[config.mk]
export PLATFORM = sky130hd
export DESIGN_NAME = irq_prio_ctrl
export DESIGN_NICKNAME = d
export VERILOG_FILES = /design/src/rtl/irq_prio_ctrl_pkg.sv /design/src/rtl/irq_sync_edge.sv /design/src/rtl/irq_fixed_arbiter.sv /design/src/rtl/irq_vector_map.sv /design/src/rtl/irq_prio_ctrl.sv
export SDC_FILE = /design/constraint.sdc
export NUM_CORES = 1
export LEC_CHECK = 0
export BUFFER_PORTS_ARGS = -buffer_cell sky130_fd_sc_hd__buf_4
export CORE_UTILIZATION = 35
export DETAILED_ROUTE_END_ITERATION = 10
export SYNTH_ARGS = -nofsm -noshare
export SYNTH_HDL_FRONTEND = slang
export SYNTH_SLANG_ARGS = --single-unit
[constraint.sdc]
create_clock -name clk -period 6.3 [get_ports clk]
set_input_delay 1.89 -clock clk [delete_from_list [all_inputs] [get_ports clk]]
set_output_delay 1.89 -clock clk [all_outputs]
set_load 0.02 [all_outputs]
[src/rtl/irq_prio_ctrl_pkg.sv]
package irq_prio_ctrl_pkg;

   // register select codes on cfg_addr
   typedef enum logic [1:0] {
      SEL_MASK = 2'd0,
      SEL_BASE = 2'd1,
      SEL_DONE = 2'd2,
      SEL_RSVD = 2'd3
   } cfg_sel_e;

   // byte spacing of per-source vectors, as a shift amount
   localparam int unsigned VEC_SHIFT = 2;

   function automatic int unsigned id_width(input int unsigned n);
      return (n > 1) ? $clog2(n) : 1;
   endfunction

endpackage

[src/rtl/irq_sync_edge.sv]
module irq_sync_edge #(
   parameter int unsigned WIDTH  = 8,
   parameter int unsigned STAGES = 2
) (
   input  logic             clk,
   input  logic             rst_n,
   input  logic [WIDTH-1:0] async_in,
   output logic [WIDTH-1:0] rise_o
);

   logic [WIDTH-1:0] chain [STAGES];
   logic [WIDTH-1:0] last_q;

   always_ff @(posedge clk) begin
      if (!rst_n) begin
         for (int k = 0; k < STAGES; k++) chain[k] <= '0;
         last_q <= '0;
      end else begin
         chain[0] <= async_in;
         for (int k = 1; k < STAGES; k++) chain[k] <= chain[k-1];
         last_q <= chain[STAGES-1];
      end
   end

   assign rise_o = chain[STAGES-1] & ~last_q;

endmodule

[src/rtl/irq_fixed_arbiter.sv]
module irq_fixed_arbiter #(
   parameter int unsigned N    = 8,
   parameter int unsigned ID_W = 3
) (
   input  logic [N-1:0]    elig,
   output logic [N-1:0]    grant,
   output logic [ID_W-1:0] grant_id,
   output logic            any
);

   logic seen;

   always_comb begin
      seen  = 1'b0;
      grant = '0;
      for (int i = 0; i < N; i++) begin
         grant[i] = elig[i] & ~seen;
         seen     = seen | elig[i];
      end
   end

   always_comb begin
      grant_id = '0;
      for (int i = 0; i < N; i++) begin
         if (grant[i]) grant_id = ID_W'(i);
      end
   end

   assign any = seen;

endmodule

[src/rtl/irq_vector_map.sv]
module irq_vector_map
   import irq_prio_ctrl_pkg::*;
#(
   parameter int unsigned ADDR_W     = 32,
   parameter int unsigned ID_W       = 3,
   parameter bit          PER_SOURCE = 1'b1
) (
   input  logic [ADDR_W-1:0] base,
   input  logic [ID_W-1:0]   id,
   output logic [ADDR_W-1:0] vec
);

   generate
      if (PER_SOURCE) begin : g_vectored
         assign vec = base + (ADDR_W'(id) << VEC_SHIFT);
      end else begin : g_common
         logic unused_id;
         assign unused_id = ^id;
         assign vec       = base;
      end
   endgenerate

endmodule

[src/rtl/irq_prio_ctrl.sv]
module irq_prio_ctrl
   import irq_prio_ctrl_pkg::*;
#(
   parameter int unsigned NUM_SRC     = 8,
   parameter int unsigned ADDR_W      = 32,
   parameter int unsigned SYNC_STAGES = 2,
   parameter bit          PER_SOURCE  = 1'b1,
   localparam int unsigned ID_W       = id_width(NUM_SRC)
) (
   input  logic               clk,
   input  logic               rst_n,
   input  logic [NUM_SRC-1:0] req_async,
   input  logic               cfg_we,
   input  logic [1:0]         cfg_addr,
   input  logic [ADDR_W-1:0]  cfg_wdata,
   input  logic               ack,
   output logic               irq,
   output logic [ADDR_W-1:0]  vec_addr,
   output logic [NUM_SRC-1:0] grant_onehot,
   output logic [ID_W-1:0]    grant_id
);

   generate
      if (NUM_SRC < 1 || NUM_SRC > ADDR_W) begin : g_bad_src
         $error("NUM_SRC must lie in 1..ADDR_W");
      end
      if (SYNC_STAGES < 2) begin : g_bad_sync
         $error("SYNC_STAGES must be at least 2");
      end
      if (ADDR_W < ID_W + VEC_SHIFT) begin : g_bad_addr
         $error("ADDR_W too narrow for the vector table");
      end
   endgenerate

   cfg_sel_e           sel;
   logic               wr_mask, wr_base, wr_done;
   logic [NUM_SRC-1:0] rise;
   logic [NUM_SRC-1:0] mask_q, pend_q, insvc_q;
   logic [NUM_SRC-1:0] pend_d, insvc_d, elig;
   logic [ADDR_W-1:0]  base_q;
   logic               take;

   assign sel     = cfg_sel_e'(cfg_addr);
   assign wr_mask = cfg_we && (sel == SEL_MASK);
   assign wr_base = cfg_we && (sel == SEL_BASE);
   assign wr_done = cfg_we && (sel == SEL_DONE);

   irq_sync_edge #(
      .WIDTH  (NUM_SRC),
      .STAGES (SYNC_STAGES)
   ) u_sync (
      .clk      (clk),
      .rst_n    (rst_n),
      .async_in (req_async),
      .rise_o   (rise)
   );

   assign elig = pend_q & mask_q & ~insvc_q;

   irq_fixed_arbiter #(
      .N    (NUM_SRC),
      .ID_W (ID_W)
   ) u_arb (
      .elig     (elig),
      .grant    (grant_onehot),
      .grant_id (grant_id),
      .any      (irq)
   );

   irq_vector_map #(
      .ADDR_W     (ADDR_W),
      .ID_W       (ID_W),
      .PER_SOURCE (PER_SOURCE)
   ) u_vec (
      .base (base_q),
      .id   (grant_id),
      .vec  (vec_addr)
   );

   assign take = ack && irq;

   always_comb begin
      pend_d = (pend_q | (rise & ~insvc_q)) & mask_q;
      if (take) pend_d = pend_d & ~grant_onehot;
   end

   always_comb begin
      insvc_d = insvc_q;
      if (wr_done) begin
         for (int i = 0; i < NUM_SRC; i++) begin
            if (cfg_wdata[ID_W-1:0] == ID_W'(i)) insvc_d[i] = 1'b0;
         end
      end
      if (take) insvc_d = insvc_d | grant_onehot;
   end

   always_ff @(posedge clk) begin
      if (!rst_n) begin
         mask_q  <= '0;
         base_q  <= '0;
         pend_q  <= '0;
         insvc_q <= '0;
      end else begin
         pend_q  <= pend_d;
         insvc_q <= insvc_d;
         if (wr_mask) mask_q <= cfg_wdata[NUM_SRC-1:0];
         if (wr_base) base_q <= cfg_wdata;
      end
   end

endmodule

---- Yosys cells after proc, flatten, opt, wreduce, memory -nomap -nowiden ----
Memory sizes are Yosys's and may differ from the RTL's.
Cells that the tools add are included.
word-level totals
  word-level logic and storage cells ...... 78
  RAM bits ................................ 16
  input bits .............................. 46
  memories kept ........................... 1
  flip-flop bits (word level) ............. 64
  output and inout bits ................... 44
cells by class
  bitwise logic cells ..................... 34
  reductions and logical operators ........ 6
  add/subtract/negate cells ............... 1
  mux-type cells .......................... 22
  equality and inequality tests ........... 9
memories
  memory        depth  bits a word  read ports  clocked after Yosys merged registers in  write ports  line                 text
  u_sync.chain  2      8            2           0                                        2            irq_sync_edge.sv:11  logic [WIDTH-1:0] chain [STAGES];
operators with widths
  operator                                                                count
  8-bit AND                                                               6
  8-bit 2-to-1 mux                                                        5
  32-bit by 5-bit adder with 32-bit output                                1
  8-bit NOT                                                               3
  3-bit 2-to-1 mux                                                        6
  8-bit OR                                                                2
  3-bit equality test (second input constant)                             4
  1-bit 2-to-1 mux                                                        11
  1-bit OR                                                                9
  1-bit AND                                                               7
  1-bit NOT                                                               7
  3-bit by 2-bit equality test with 1-bit output (second input constant)  2
  1-bit logical AND                                                       4
  3-bit by 1-bit equality test with 1-bit output (second input constant)  1
  3-bit zero test                                                         1
  2-bit by 1-bit equality test with 1-bit output (second input constant)  1
  2-bit equality test (second input constant)                             1
  2-bit zero test                                                         1

---- Longest topological paths before layout ----
  depth in word-level cells ............... 13
  depth in mapped cells ................... 12
  mapped depth without buffers ............ 11

---- Cells and area by module ----
From an unflattened synthesis, not the netlist that was laid out.
second synthesis, totals
  cells, all modules ...................... 430
  area, all modules ....................... 3,682.3 µm²
modules (own cells, without submodules)
  module             instances  seq. area each (µm²)  cells each  area each (µm²)
  irq_prio_ctrl      1          1,121.1               260         2,154.6
  irq_sync_edge      1          480.5                 58          714.4
  irq_vector_map     1          0.0                   90          663.1
  irq_fixed_arbiter  1          0.0                   22          150.1

---- Worst setup path after synthesis ----
Ideal clock, no wire load.
  kind .................................... register to output
  from .................................... reg insvc_q[0]
  to ...................................... out vec_addr[18]
  data arrival time ....................... 3,413 ps
  cell stages (with the launch flop) ...... 13
  slack ................................... 997 ps
  path buffers ............................ 1
  path through ............................ dfxtp_1 and3b_1 buf_6 nand4b_4 nor3_1 or4_1 ha_1 inv_1 fa_1 nor2b_1 o211ai_1 nor3_1 xor2_1
between the ends
  longest elaborated chain between the ends .. 12
RTL lines
  what                                      line                     text
  start: declaration                        irq_prio_ctrl.sv:38      logic [NUM_SRC-1:0] mask_q, pend_q, insvc_q;
  start signal: assignment                  irq_prio_ctrl.sv:105     insvc_q <= insvc_d;
  8-bit NOT                                 irq_prio_ctrl.sv:58      assign elig = pend_q & mask_q & ~insvc_q;
  8-bit AND                                 irq_prio_ctrl.sv:58
  named net grant_onehot[0]                 irq_prio_ctrl.sv:19      output logic [NUM_SRC-1:0] grant_onehot,
  1-bit OR (4 in series)                    irq_fixed_arbiter.sv:18  seen = seen | elig[i];
  1-bit NOT                                 irq_fixed_arbiter.sv:17  grant[i] = elig[i] & ~seen;
  1-bit AND                                 irq_fixed_arbiter.sv:17
  named net grant_onehot[5]                 irq_prio_ctrl.sv:19
  3-bit 2-to-1 mux (3 in series)            irq_fixed_arbiter.sv:25  if (grant[i]) grant_id = ID_W'(i);
  named net grant_id[0]                     irq_prio_ctrl.sv:20      output logic [ID_W-1:0] grant_id
  32-bit by 5-bit adder with 32-bit output  irq_vector_map.sv:15     assign vec = base + (ADDR_W'(id) << VEC_SHIFT);
  end: declaration                          irq_prio_ctrl.sv:18      output logic [ADDR_W-1:0] vec_addr,
The timed path passes the listed nets, and every way through them passes these cells.

---- Worst setup path after layout ----
  from .................................... reg insvc_q[0]
  to ...................................... out vec_addr[18]
between the ends
  longest elaborated chain between the ends .. 12
RTL lines
  what                                                    line
  8-bit NOT (*)                                           irq_prio_ctrl.sv:58
  8-bit AND (*)                                           irq_prio_ctrl.sv:58
  1-bit NOT or 1-bit OR (tied branches)                   irq_fixed_arbiter.sv:17, irq_fixed_arbiter.sv:18
  1-bit AND (tied with other cells)                       irq_fixed_arbiter.sv:17
  1-bit 2-to-1 mux (tied with other cells)                irq_fixed_arbiter.sv:25
  3-bit 2-to-1 mux (tied with other cells) (4 in series)  irq_fixed_arbiter.sv:25
  3-bit 2-to-1 mux or 1-bit AND (tied branches)           irq_fixed_arbiter.sv:25, irq_fixed_arbiter.sv:17
  3-bit 2-to-1 mux (*)                                    irq_fixed_arbiter.sv:25
  32-bit by 5-bit adder with 32-bit output (*)            irq_vector_map.sv:15
Mark *: on every way between the ends. The rest lies on a longest branch, timed or not.

==> summary.md <==
| Metric | Value |
|---|---|
| Outcome | `finished, final reports clean` |
| Critical Path AT | `roughly 3.6 ns` |
| Multi-input gate area | `2000 um^2` |
| CP startpoint kind | `register` |
| Starting density of the core | `approximately 36%` |
| Cell Chain, Critical Path | `and3b_1 > nand4b_4 > nor4b_4 > or4_1 > ha_1 > inv_1 > fa_1 > nor2b_1 > o211ai_1 > nor3_1 > xor2_1 > buf_4` |
| #FFs+latches synth | `80` |
| I/O Pins | `90` |
| Chip height | `roughly 110 um` |
| Seq/Total Area, Yosys | `about 43%` |
| Final ANT Viol Nets | `0` |
| Clock power share | `between 40% and 50%` |
| DIE AREA | `11100 um^2` |
| # setup viols final | `0` |
| Leakage | `just under 2 nW` |
| Synth cell types | `just under 50` |
| Final instance area | `4710 um^2` |
| Total Power | `1.05 mW` |
| CTS root buf | `clkbuf_8` |
| Synth area leader | `dfxtp_1` |
| CTS Hold Bufs | `0` |
| Req. time, crit path | `around 4.4 ns` |
| Synth Area per Inst | `between 8 and 9 um^2` |
| First-pass GRT wire length | `14500 um` |
| Logic pwr share | `roughly 8.3%` |
| Yosys top cell area share | `around 43%` |
| Syn_nets | `around 470` |
| DP Wirelength | `about 6400 um` |
| Setup repair bufs after CTS | `0` |
| Num rows | `37` |
| Bufs on Longest Clock Path | `2` |
| H-tree depth | `3` |
| Fill cells | `between 1000 and 1500` |
| Chip width | `105 um` |
| Mapped Cells | `419` |
| Proportion of layout cells with a drive suffix above 1 | `23.4%` |
| RSZ-0062 raised after global routing | `false` |
| CTS tree | `done` |
| Worst slew pin tran | `roughly 0.68 ns` |
| Number of synthesized flops with an enable pin | `0` |
| Initial antenna violation count | `0` |
| Pwr Density | `about 220 nW/um^2` |
| N_diodes | `0` |
| GRT Total Usage | `16.7%` |
| Primary FF master, synth | `dfxtp_1` |
| PostCTS Resize Cnt | `0` |
| NetSw | `approximately 0.25 mW` |
| DP Area | `roughly 4500 um^2` |
| Via density | `around 4.8` |
| Number of global-route vias before repair | `between 2000 and 3000` |
| Gpl congestion | `0.898` |
| Clock slew at reported path FFs | `roughly 0.080 ns` |
| Clock latency on the worst-skew pair | `0.36 ns` |
| Max transition margin | `54.7%` |
| Layout area overhead | `26.5%` |
| Final cycle utilization of the critical path | `between 80% and 90%` |
| Max_cap viols | `0` |
| Slowest-stage cell, CP | `nor4b_4` |
| Most frequent cells in the layout | `buf_4 (92), nand2_1 (87), dfxtp_1 (80), and2_1 (28)` |
| FFs w/ async S/R, synth | `0%` |
| Sink Count | `80` |
| Residual DRC | `0` |
| Final Critical Period | `5.50 ns` |
| Placed cell count | `624` |
| Mapped cell area | `3730 um^2` |
| Synth warn | `0` |
| Routed wire length | `9020 um` |
| Max Fclk | `approximately 180 MHz` |
| Drt pass-1 iters | `4` |
| Worst hold stages | `1` |
| Final TNS setup | `0 ns` |
| Slew Viols, Final | `0` |
| Final #Nets | `roughly 550` |
| Vias | `3091` |
| Worst Reg2Reg Path Length in Cells | `4` |
| Element type at the critical path end | `output pin` |
| DR WL/cell | `14.1 um` |
| Worst Skew | `about 0.012 ns` |
| Register area | `~1600 um^2` |
| Hold crit path type | `reg2reg` |
| Core ar. | `10300 um^2` |
| Largest net degree at the start of global routing | `between 80 and 90` |
| Worst VDD drop | `~0.13 mV` |
| Layout Cells excl Fill | `640` |
| Hold Vio Cnt, Final | `0` |
| Total gr overflow | `0` |
| Core Util, Final | `between 40% and 50%` |
| Iter 0 DRT Violations | `142` |
| Internal | `between 0.8 and 0.9 mW` |
| Slowest stage delay, CP | `about 0.43 ns` |
| Synth top area cells | `dfxtp_1 (43%), nand2_1 (8.8%), and2_1 (4.7%)` |
| Sw frac | `23.9%` |
| Commonest non-fill, non-tap cell in the layout | `buf_4` |
| CP Class | `reg2out` |
| Num CTS Buffers | `9` |
| # port buffers | `89` |
| Reg power frac | `50.4%` |
| Largest fanout on the critical path | `8` |
[metal layers]
layer,part of all wire [%],up-vias,wire [um],global-route usage (%)
met4,1.5,0,131,6.84
li1,-,1585,-,-
met1,49,1409,4380,21.6
met5,0,-,0,0
met3,6.8,11,613,5.30
met2,43,86,3890,25.6
[cell type report]
class | count | area share [%]
multi-input combinational | 311 | 42.5
sequential | 80 | 34.0
tap | 136 | 3.61
timing repair buffer | 92 | 14.7
clock buffer | 10 | 2.92
inverter | 5 | 0.398
clock inverter | 6 | 1.91
[critical path: cells and delay by family (launching register included)]
family                   cells  cell delay [ns]
AO/OA/AOI/OAI                1             0.22
XOR/XNOR                     1             0.17
adder cells (fa/ha/maj)      2             0.57
buffers and inverters        2             0.21
flip-flops                   1             0.38
AND/OR/NAND/NOR              6             1.68
[synth_stat cells (all sizes together), types with 5 or more instances]
cell type   n
clkbuf     16
inv         5
nor4b       5
nand3       6
xnor2       9
and4        5
xor2       19
a21oi       9
nor2       17
o21ai       6
mux2i       8
nand3b      8
nor2b      10
buf         7
nor3       12
dfxtp      80
nand2      87
and2       28
a21boi     36
[stage by stage]
stage               setup slack [ns]  hold slack, ns
floorplan                      0.997           0.406
global placement                1.35           0.411
detailed placement              1.19           0.417
CTS                            0.785           0.437
global route                   0.520           0.456
finish                         0.805           0.436
[final timing paths]
check / endpoint / startpoint / slack [ns]
setup / recovery: vec_addr[18] / insvc_q[0] / 0.80
hold / removal: u_sync.chain[0][13] / u_sync.chain[0][5] / 0.44
hold reg to reg: u_sync.chain[0][13] / u_sync.chain[0][5] / 0.44
setup reg to reg: pend_q[2] / insvc_q[0] / 4.66
[sequential cells by signal, indices dropped and copies added (netlist names)]
name	flops
base_q	32
u_sync.chain	16
mask_q	8
insvc_q	8
pend_q	8
u_sync.last_q	8
[cell families after synthesis]
| group | synth area share, % |
|---|---|
| adders and majority gates | 1.54 |
| buffers and inverters | 3.32 |
| AOI/OAI and AO/OA | 12.5 |
| muxes | 2.15 |
| xor gates and xnor gates | 6.58 |
| and+or+nand+nor | 30.9 |
| DFF | 43.0 |
[power by group through the flow]
stage               clock network (mW)  logic [mW]  registers (mW)
floorplan                            0      0.0465           0.539
global placement                     0      0.0880           0.542
CTS                              0.443      0.0891           0.530
finish                           0.434      0.0875           0.530
detailed placement                   0      0.0887           0.542
global route                     0.469      0.0960           0.532
Power figures use the tool's default switching activity.
